## config.mk

```make
export PLATFORM = sky130hd
export DESIGN_NAME = tmr16_core
export DESIGN_NICKNAME = d
export VERILOG_FILES = /design/src/rtl/tmr16_pkg.sv /design/src/rtl/tmr16_src.sv /design/src/rtl/tmr16_pscl.sv /design/src/rtl/tmr16_cnt.sv /design/src/rtl/tmr16_regs.sv /design/src/rtl/tmr16_core.sv
export SDC_FILE = /design/constraint.sdc
export NUM_CORES = 1
export LEC_CHECK = 0
export ABC_CLOCK_PERIOD_IN_PS = 1700
export BUFFER_PORTS_ARGS = -buffer_cell sky130_fd_sc_hd__buf_2
export CAP_MARGIN = 20
export CORE_UTILIZATION = 36
export DETAILED_ROUTE_END_ITERATION = 7
export PLACE_DENSITY = 0.6
export SLEW_MARGIN = 40
export SYNTH_ARGS = -nofsm -noshare
export SYNTH_HDL_FRONTEND = slang
export SYNTH_SLANG_ARGS = --single-unit
```

## constraint.sdc

```tcl
create_clock -name clk -period 1.7 [get_ports clk]
set_input_delay 0.085 -clock clk [delete_from_list [all_inputs] [get_ports clk]]
set_output_delay 0.085 -clock clk [all_outputs]
set_load 0.02 [all_outputs]
```

## src/rtl/tmr16_pkg.sv

```systemverilog
// Package: shared constants and types for the prescaled timer/counter.
// Assumes a byte-wide register bus with a 2-bit address.
package tmr16_pkg;

    localparam int PS_W = 2;

    typedef enum logic [1:0] {
        REG_LO   = 2'd0,
        REG_HI   = 2'd1,
        REG_CTL  = 2'd2,
        REG_NONE = 2'd3
    } reg_sel_e;

    // Control register layout, most significant bit first.
    typedef struct packed {
        logic            flag;
        logic            spare;
        logic            wide;
        logic [PS_W-1:0] ps;
        logic            no_sync;
        logic            ext_src;
        logic            run;
    } ctl_t;

endpackage

```

## src/rtl/tmr16_src.sv

```systemverilog
// Module: count-source selection. Produces a one-cycle tick either from an
// internal divide-by-IC_DIV phase counter or from a rising edge on the
// external pin, taken through a SYNC_STAGES-flop synchronizer or directly.
// Assumes IC_DIV >= 2 and SYNC_STAGES >= 1.
module tmr16_src #(
    parameter int IC_DIV      = 4,
    parameter int SYNC_STAGES = 2
) (
    input  logic clk,
    input  logic rst_n,
    input  logic ext_in,
    input  logic ext_src,
    input  logic no_sync,
    output logic src_tick
);
    localparam int PH_W = (IC_DIV > 1) ? $clog2(IC_DIV) : 1;

    logic [PH_W-1:0]      ph_q;
    logic [SYNC_STAGES:0] sh_q;
    logic                 raw_q;
    logic                 int_tick, sync_rise, raw_rise;

    // Free-running instruction-rate phase counter.
    always_ff @(posedge clk) begin
        if (!rst_n)                           ph_q <= '0;
        else if (ph_q == PH_W'(IC_DIV - 1))   ph_q <= '0;
        else                                  ph_q <= ph_q + 1'b1;
    end

    // Synchronizer chain plus one history stage for edge detection.
    always_ff @(posedge clk) begin
        if (!rst_n) sh_q <= '0;
        else        sh_q <= {sh_q[SYNC_STAGES-1:0], ext_in};
    end

    // Single-flop history for the unsynchronized edge path.
    always_ff @(posedge clk) begin
        if (!rst_n) raw_q <= 1'b0;
        else        raw_q <= ext_in;
    end

    // Tick selection between internal and the two external paths.
    always_comb begin
        int_tick  = (ph_q == PH_W'(IC_DIV - 1));
        sync_rise = sh_q[SYNC_STAGES-1] & ~sh_q[SYNC_STAGES];
        raw_rise  = ext_in & ~raw_q;
        if (!ext_src)     src_tick = int_tick;
        else if (no_sync) src_tick = raw_rise;
        else              src_tick = sync_rise;
    end
endmodule

```

## src/rtl/tmr16_pscl.sv

```systemverilog
// Module: prescaler. Passes every 2**ps-th input tick while enabled.
// The divide counter clears on request and only advances while enabled.
module tmr16_pscl #(
    parameter int PS_W = 2
) (
    input  logic            clk,
    input  logic            rst_n,
    input  logic            en,
    input  logic [PS_W-1:0] ps,
    input  logic            clr,
    input  logic            tick_in,
    output logic            tick_out
);
    localparam int DIV_W = (1 << PS_W) - 1;

    logic [DIV_W-1:0] div_q;
    logic [DIV_W-1:0] mask;

    // Ratio mask and output tick when all masked bits are set.
    always_comb begin
        mask     = ~({DIV_W{1'b1}} << ps);
        tick_out = en & tick_in & ((div_q & mask) == mask);
    end

    // Divide counter: cleared on bus load, stepped on each enabled tick.
    always_ff @(posedge clk) begin
        if (!rst_n)              div_q <= '0;
        else if (clr)            div_q <= '0;
        else if (en && tick_in)  div_q <= div_q + 1'b1;
    end
endmodule

```

## src/rtl/tmr16_cnt.sv

```systemverilog
// Module: the count register. Priority: trigger clear, bus load, advance.
// Reports a wrap pulse only when an advance actually takes all-ones to zero.
module tmr16_cnt #(
    parameter int CNT_W = 16
) (
    input  logic             clk,
    input  logic             rst_n,
    input  logic             adv,
    input  logic             clr_evt,
    input  logic             ld,
    input  logic [CNT_W-1:0] ld_val,
    output logic [CNT_W-1:0] cnt,
    output logic             wrap
);
    // Wrap detection for the overflow flag.
    always_comb wrap = adv & ~clr_evt & ~ld & (cnt == {CNT_W{1'b1}});

    // Count update with clear over load over advance.
    always_ff @(posedge clk) begin
        if (!rst_n)       cnt <= '0;
        else if (clr_evt) cnt <= '0;
        else if (ld)      cnt <= ld_val;
        else if (adv)     cnt <= cnt + 1'b1;
    end
endmodule

```

## src/rtl/tmr16_regs.sv

```systemverilog
// Module: byte-bus register file. Holds control, the overflow flag and the
// high-byte buffer, and decodes count loads in 8-bit and buffered modes.
// Assumes the count is exactly two bus bytes wide.
module tmr16_regs
    import tmr16_pkg::*;
#(
    parameter int BUS_W = 8
) (
    input  logic               clk,
    input  logic               rst_n,
    input  logic [1:0]         addr,
    input  logic               wr,
    input  logic               rd,
    input  logic [BUS_W-1:0]   wdata,
    output logic [BUS_W-1:0]   rdata,
    input  logic [2*BUS_W-1:0] cnt,
    input  logic               wrap,
    output ctl_t               ctl,
    output logic               ld,
    output logic [2*BUS_W-1:0] ld_val,
    output logic               flag_clr
);
    logic [BUS_W-1:0] hbuf_q;
    logic             wr_lo, wr_hi, wr_ctl, rd_lo;
    ctl_t             ctl_w;

    // Address decode and count-load formation.
    always_comb begin
        wr_lo    = wr & (reg_sel_e'(addr) == REG_LO);
        wr_hi    = wr & (reg_sel_e'(addr) == REG_HI);
        wr_ctl   = wr & (reg_sel_e'(addr) == REG_CTL);
        rd_lo    = rd & (reg_sel_e'(addr) == REG_LO);
        flag_clr = wr_ctl & ~wdata[BUS_W-1];
        ctl_w    = ctl_t'(wdata);
        ld       = wr_lo | (wr_hi & ~ctl.wide);
        if (wr_lo) ld_val = ctl.wide ? {hbuf_q, wdata} : {cnt[2*BUS_W-1:BUS_W], wdata};
        else       ld_val = {wdata, cnt[BUS_W-1:0]};
    end

    // Control fields other than the flag.
    always_ff @(posedge clk) begin
        if (!rst_n) begin
            ctl.run     <= 1'b0;
            ctl.ext_src <= 1'b0;
            ctl.no_sync <= 1'b0;
            ctl.ps      <= '0;
            ctl.wide    <= 1'b0;
            ctl.spare   <= 1'b0;
        end else if (wr_ctl) begin
            ctl.run     <= ctl_w.run;
            ctl.ext_src <= ctl_w.ext_src;
            ctl.no_sync <= ctl_w.no_sync;
            ctl.ps      <= ctl_w.ps;
            ctl.wide    <= ctl_w.wide;
            ctl.spare   <= ctl_w.spare;
        end
    end

    // Sticky overflow flag: a wrap beats a simultaneous clear.
    always_ff @(posedge clk) begin
        if (!rst_n)        ctl.flag <= 1'b0;
        else if (wrap)     ctl.flag <= 1'b1;
        else if (flag_clr) ctl.flag <= 1'b0;
    end

    // High-byte buffer: written by the bus or captured on a low-byte read.
    always_ff @(posedge clk) begin
        if (!rst_n)                   hbuf_q <= '0;
        else if (wr_hi && ctl.wide)   hbuf_q <= wdata;
        else if (rd_lo && ctl.wide)   hbuf_q <= cnt[2*BUS_W-1:BUS_W];
    end

    // Read multiplexer.
    always_comb begin
        case (reg_sel_e'(addr))
            REG_LO:  rdata = cnt[BUS_W-1:0];
            REG_HI:  rdata = ctl.wide ? hbuf_q : cnt[2*BUS_W-1:BUS_W];
            REG_CTL: rdata = ctl;
            default: rdata = '0;
        endcase
    end
endmodule

```

## src/rtl/tmr16_core.sv

```systemverilog
// Module: top of the prescaled 16-bit timer/counter. Connects the source
// selector, prescaler, count register and byte-bus register file.
// Assumes a single system clock domain; ext_clk is treated as asynchronous.
module tmr16_core
    import tmr16_pkg::*;
#(
    parameter int BUS_W       = 8,
    parameter int IC_DIV      = 4,
    parameter int SYNC_STAGES = 2
) (
    input  logic             clk,
    input  logic             rst_n,
    input  logic             ext_clk,
    input  logic             special_clr,
    input  logic [1:0]       bus_addr,
    input  logic             bus_wr,
    input  logic             bus_rd,
    input  logic [BUS_W-1:0] bus_wdata,
    output logic [BUS_W-1:0] bus_rdata,
    output logic             ovf_irq
);
    localparam int CNT_W = 2 * BUS_W;

    ctl_t             ctl;
    logic             src_tick, adv, cnt_ld, wrap, flag_clr, run_en;
    logic [CNT_W-1:0] cnt_q, ld_val;

    assign run_en  = ctl.run;
    assign ovf_irq = ctl.flag;

    tmr16_src #(.IC_DIV(IC_DIV), .SYNC_STAGES(SYNC_STAGES)) u_src (
        .clk(clk), .rst_n(rst_n), .ext_in(ext_clk),
        .ext_src(ctl.ext_src), .no_sync(ctl.no_sync), .src_tick(src_tick)
    );

    tmr16_pscl #(.PS_W(PS_W)) u_pscl (
        .clk(clk), .rst_n(rst_n), .en(run_en), .ps(ctl.ps),
        .clr(cnt_ld), .tick_in(src_tick), .tick_out(adv)
    );

    tmr16_cnt #(.CNT_W(CNT_W)) u_cnt (
        .clk(clk), .rst_n(rst_n), .adv(adv), .clr_evt(special_clr),
        .ld(cnt_ld), .ld_val(ld_val), .cnt(cnt_q), .wrap(wrap)
    );

    tmr16_regs #(.BUS_W(BUS_W)) u_regs (
        .clk(clk), .rst_n(rst_n), .addr(bus_addr), .wr(bus_wr), .rd(bus_rd),
        .wdata(bus_wdata), .rdata(bus_rdata), .cnt(cnt_q), .wrap(wrap),
        .ctl(ctl), .ld(cnt_ld), .ld_val(ld_val), .flag_clr(flag_clr)
    );
endmodule

```

==> run metrics, run 1 <==
top-count cell post-synth=nand2_1; sw frac=26.6%; Die Y=around 86 um; maximum fanout along the worst path=11; vias per cell=slightly below 6; Reg power frac=between 40% and 50%; P_sw=548 uW; Die Wd=between 80 and 90 um; Antenna Diode Count=0; DR vias=around 2600; vias in the first global route=2484; DP Wirelength=~6000 um; Setup crit start kind=flop; Most used DFF post-synth=dfxtp_1; CP Capture Type=flop; EDFF count, synth=0; PnR worst setup slack=-72.1 ps; Synth cell types=50; Comb power frac=between 10% and 20%; clk root buf=clkbuf_8; area fraction of the dominant cell type after synthesis=a little under a third; top cells by count, synth=48 x nand2_1, 40 x dfxtp_1, 19 x mux2i_1; total power draw=about 2 mW; clk sinks=40; Top-Level Pins=25; Post-Syn Area=0.00251 mm^2; total wire length=about 8100 um; endpoints failing setup=10; CTS tree=built; Layout Skew=around 12 ps; DR pass1 iterations=4; leakage=around 1.2 nW; RSZ-0062 raised after global routing=true; yosys warns=0; largest net degree at the start of global routing=27; Num CTS Buffers=5; Req. time, crit path=between 1500 and 2000 ps; H-Tree Depth=2; initial core utilization=between 30 and 40%; Async S/R FF share, synth=0%; post-synthesis sequential area ratio=31.9%; Worst VDD drop=about 0.27 mV; final-report max-slew violation count=0; Hold Path Class=in -> reg; Slew @ Worst Pin=~700 ps; DRT iter0 DRCs=about 230; buffers added on ports=24; design area=~0.0032 mm^2; # nets final=390; core area=0.00676 mm^2; status=finished, violations left; hold violation count in the final report=0; Clk Latency, worst-skew pair=roughly 300 ps; Worst slew margin=53.5%; Die ar.=0.00731 mm^2; fmax=0.564 GHz; Mean Syn Cell Area=approximately 8 um^2; clock slew at reported path FFs=80 ps; Area contributors post-synth=dfxtp_1 32%, mux2i_1 7.6%, nand2_1 7.2%; Clock Power Share=between 30% and 40%; gr usage total=between 20% and 30%; Internal=about 1.5 mW; # rows=30; Area after DPL=~0.0030 mm^2; DR WL/cell=~18 um; first-pass GRT wire length=about 13000 um; register bit total from synthesis=40; max cap viols=0; Final ANT Viol Nets=0; remaining routing DRC violations=0; cell count after synthesis=about 320; initial antenna violation count=0; final period utilization=104%; critical path arrival=between 1500 and 2000 ps; CP Class=reg -> reg; failing checks=setup timing; Syn Nets=334; layout cells sized above 1=29.3%; placer congestion estimate=between 0.8 and 0.9; PwrDens=between 600 and 700 mW/mm^2; synthesis-to-finish area growth=28.1%; number of buffers on the longest clock path=2; Layout Utilization=47.6%; leading area contributor after synthesis=dfxtp_1; GRT overflow=0; Final min period=roughly 1800 ps
-- registers in the layout, summed over array words and instances (netlist names) --
signal         flops
u_cnt.cnt         16
u_regs.ctl         8
u_regs.hbuf_q      8
u_pscl.div_q       3
u_src.sh_q         3
u_src.ph_q         2
-- cell usage in the layout, fill, tap and decap left out, types with 5 or more instances in the layout --
cell type  count
nor2b_1        5
nand3_1       16
nand2b_1       6
buf_4         47
nor3_1         9
or4_1          5
inv_1          5
a22oi_1        5
dfxtp_2        5
nand4_1        5
a21boi_0      10
dfxtp_1       34
nand2_1       48
o22ai_1        8
mux2i_1       19
o211ai_1       8
nor2_1        16
a21oi_1       11
a31oi_1       11
clkbuf_8       5
buf_2         24
-- metrics by stage --
| stage | instances | hold slack [ps] | worst slack [ps] | TNS (ps) |
|---|---|---|---|---|
| after floorplan | 315 | 207 | 17.2 | 0 |
| after global placement | 441 | 308 | -41.2 | -82.1 |
| after detailed placement | 441 | 312 | -94.4 | -562 |
| after CTS | 452 | 80.0 | -49.5 | -217 |
| after global routing | 452 | 91.1 | -150 | -1750 |
| final | 452 | 94.9 | -72.1 | -348 |
-- area by class of cell --
| cell class | count | area [um^2] |
|---|---|---|
| fill | 687 | 3540 |
| clock buffer | 6 | 72.6 |
| timing repair buffer | 75 | 526 |
| clock inverter | 2 | 35.0 |
| inverter | 5 | 18.8 |
| multi-input combinational | 244 | 1650 |
| sequential | 40 | 811 |
| tap | 80 | 100 |
-- cell families after synthesis --
group | count (synthesis) | synth area share (%)
fa+ha+maj | 3 | 1.50
xor+xnor | 2 | 0.698
simple gates | 132 | 26.3
mux | 19 | 7.58
flops | 40 | 31.9
buf+inv | 31 | 5.38
compound gates | 88 | 26.6
-- critical path: stages (launching register included) --
cell and delay, ps:
dfxtp_2 350, ha_4 130, o21ai_2 70, a31oi_4 170
nand4_1 140, buf_6 170, or4_1 470, a31oi_1 170
-- power by group through the flow --
| stage | clock network [mW] | registers, mW | logic, mW |
|---|---|---|---|
| 2_1_floorplan | 0 | 0.995 | 0.162 |
| 3_3_place_gp | 0 | 0.998 | 0.275 |
| 3_5_place_dp | 0 | 1.00 | 0.279 |
| 4_1_cts | 0.808 | 0.978 | 0.285 |
| 5_1_grt | 0.849 | 0.979 | 0.313 |
| 6_report | 0.791 | 0.977 | 0.291 |
-- metal layers --
| metal | vias to the layer above | track usage, % | wire (um) |
|---|---|---|---|
| met5 | - | 0 | 0 |
| met4 | 0 | 5.76 | 103 |
| met3 | 10 | 3.85 | 589 |
| met2 | 86 | 38.1 | 3770 |
| met1 | 1263 | 30.7 | 3670 |
| li1 | 1289 | - | - |
-- timing repair --
item | in CTS | in global routing
gates resized for setup | 12 | 8
setup endpoints to repair | 15 | 17
endpoints found under the hold margin | 1 | 0
hold buffers | 1 | 0
pin swaps | 1 | 1
gates cloned | 0 | 0
buffers inserted | 2 | 0
-- path summary, 6_finish.rpt --
path | startpoint | to | slack [ps] | depth (start not counted)
worst min register to register | u_src.ph_q[0] | u_src.ph_q[0] | 430 | 1
worst max-delay path | u_src.ph_q[0] | u_cnt.cnt[4] | -70 | 7
worst min-delay path | bus_wdata[0] | u_cnt.cnt[0] | 90 | 3
worst max register to register | u_src.ph_q[0] | u_cnt.cnt[4] | -70 | 7
(Power assumes the default switching activity.)
==> run 2: changes to the inputs <==
- CORE_ASPECT_RATIO: default -> 0.7
==> run metrics, run 2 (synthesized netlist as in run 1, its figures left out) <==
status=finished, violations left; failing checks=setup timing; Layout Utilization=49.0% (+1.4 points); vias in the first global route=2555 (+2.9%); Layout fillers=657 (-4.4%); GRT overflow=0 (unchanged); Num CTS Buffers=5 (unchanged); PwrDens=598 mW/mm^2 (-6.6%); reg2reg start=u_src.ph_q[0]; remaining routing DRC violations=0 (unchanged); P_sw=539 uW (-1.5%); fmax=0.559 GHz (-0.99%); Finished Layout Cells=473 (+4.6%); hold violation count in the final report=0 (unchanged); WL met3=561 um (-4.8%); CTS tree=built; PnR worst setup slack=-89.8 ps (-17.6 ps); pre-CTS setup slack=-90.9 ps (+3.47 ps); first-pass GRT wire length=13500 um (+4.9%); total wire length=8380 um (+3.1%); DR vias=2733 (+3.2%); Antenna Diode Count=0 (unchanged); Worst slew margin=44.3% (-9.3 points); final period utilization=105% (+1.0 points); hold endpoint=u_src.sh_q[0]; leading cell type in the layout, fill and taps excluded=buf_4; number of buffers on the longest clock path=2 (unchanged); max reg flops=16 (unchanged); leakage=1.25 nW (+4.7%); HP Start=ext_clk; Clk Latency, worst-skew pair=300 ps (about the same); # rows=25 (-17%); hold buffer count at cts=0 (-1); CP Class=reg -> reg; total power draw=1.98 mW (-3.8%); placer congestion estimate=0.945 (+9.8%); gr usage total=24.4% (+1.5 points); core area=0.00676 mm^2 (unchanged); layout cells sized above 1=32.5% (+3.2 points); clk root buf=clkbuf_8; hold depth=2 (-1); met1 wire length=4170 um (+14%); leading cell types in the layout, fill and taps excluded=56 x buf_4, 48 x nand2_1, 31 x dfxtp_1, 24 x buf_2, 19 x mux2i_1; Top-Level Pins=25 (unchanged); Die ar.=0.00732 mm^2 (about the same); metal2 WL=3570 um (-5.1%); R2R setup slack=-90 ps (-20 ps); H-Tree Depth=2 (unchanged); maximum fanout along the worst path=7 (-4); Top Layer Used=met4; clk sinks=40 (unchanged); Layout Skew=8.68 ps (-3.35 ps); Final min period=1790 ps (+17.6 ps); max cap viols=0 (unchanged); endpoints failing setup=13 (+3); Hold Path Class=in -> reg; Worst R2R End=u_cnt.cnt[4]; # nets final=398 (+2.1%); buffers added on ports=24 (unchanged); final-report max-slew violation count=0 (unchanged); Die Wd=102 um (+19%); clock slew at reported path FFs=80 ps (about the same); Die Y=71.9 um (-16%); vias per cell=5.78 (-1.4%); Regs by FF count=u_cnt.cnt x16, u_regs.ctl x8, u_regs.hbuf_q x8; Final ANT Viol Nets=0 (unchanged); FF-to-FF path depth=7 (unchanged); critical path arrival=2010 ps (+20 ps); RSZ-0062 raised after global routing=true; initial core utilization=37.1% (unchanged); Slew @ Worst Pin=835 ps (+139 ps); Reg power frac=49.4% (+2.0 points); DR WL/cell=17.7 um (-1.5%); DP Wirelength=6090 um (+1.9%); initial antenna violation count=0 (unchanged); Setup crit start kind=flop; DR pass1 iterations=5 (+1); Internal=1.44 mW (-4.6%); Clock Power Share=35.7% (-2.7 points); sw frac=27.2% (+0.63 points); Req. time, crit path=1920 ps (about the same); largest net degree at the start of global routing=25 (-7.4%); Reg with most FFs=u_cnt.cnt; Comb power frac=15.0% (+0.8 points); Cells after DPL=461 (+4.5%); CP Capture Type=flop; Worst VDD drop=0.266 mV (-1.0%); synthesis-to-finish area growth=31.9%; DRT iter0 DRCs=212 (-8.2%)
[run 2: cell count changes in the layout (fill, tap and decap cells not counted), sizes merged]
cell	before	now
buf	74	83
bufinv	1	0
clkbuf	6	7
clkinv	1	0
dlygate4sd3	1	0
[run 2: worst max-delay path by stage]
stage                  start             to  slack [ps]
6_report       u_src.ph_q[0]   u_cnt.cnt[4]         -90
5_1_grt        u_src.ph_q[0]   u_cnt.cnt[2]        -140
4_1_cts        u_src.ph_q[0]   u_cnt.cnt[7]         -70
3_5_place_dp   u_src.ph_q[0]   u_cnt.cnt[3]         -90
3_3_place_gp   u_src.ph_q[0]   u_cnt.cnt[3]         -90
2_1_floorplan  u_src.ph_q[1]  u_cnt.cnt[13]          20
[run 2: power by group through the flow]
stage	registers [mW]	logic (mW)	clock network [mW]
6_report	0.978	0.297	0.706
5_1_grt	0.980	0.322	0.760
4_1_cts	0.976	0.286	0.717
3_5_place_dp	0.998	0.280	0
3_3_place_gp	0.997	0.277	0
2_1_floorplan	0.995	0.162	0
[run 2: what timing repair did]
| action | 4_1_cts | 5_1_grt |
|---|---|---|
| cloned | 1 | 0 |
| setup endpoints to repair | 14 | 16 |
| gates resized for setup | 8 | 20 |
| buffers inserted | 3 | 1 |
| pin swaps | 5 | 9 |
[run 2: final cells by class]
| class | count | area, um^2 | share of cell area, % |
|---|---|---|---|
| multi-input cells | 244 | 1680 | 50.8 |
| clock buffers | 7 | 96.3 | 2.91 |
| repair buffers | 83 | 583 | 17.6 |
| inverters | 5 | 18.8 | 0.567 |
| flip-flops and latches | 40 | 812 | 24.5 |
| well taps | 94 | 118 | 3.55 |
[run 2: per-layer routing]
| layer | vias to the layer above | global-route usage [%] |
|---|---|---|
| met5 | - | 0 |
| met4 | 0 | 6.44 |
| met3 | 7 | 3.32 |
| met2 | 108 | 36.2 |
| met1 | 1311 | 36.5 |
| li1 | 1307 | - |
[run 2: worst max-delay path, cell delays in order (launching register included)]
cell and delay [ps]:
dfxtp_2 350, ha_4 150, o21ai_2 70, a31oi_4 170
nand4_1 190, buf_6 190, or4_1 470, a31oi_1 130
[run 2: through the flow]
stage	setup TNS [ps]	hold slack, ps	instance area [um^2]
2_1_floorplan	0	207	2540
3_3_place_gp	-372	308	3080
3_5_place_dp	-600	323	3080
4_1_cts	-393	14.2	3220
5_1_grt	-1390	2.74	3310
6_report	-635	20.0	3310
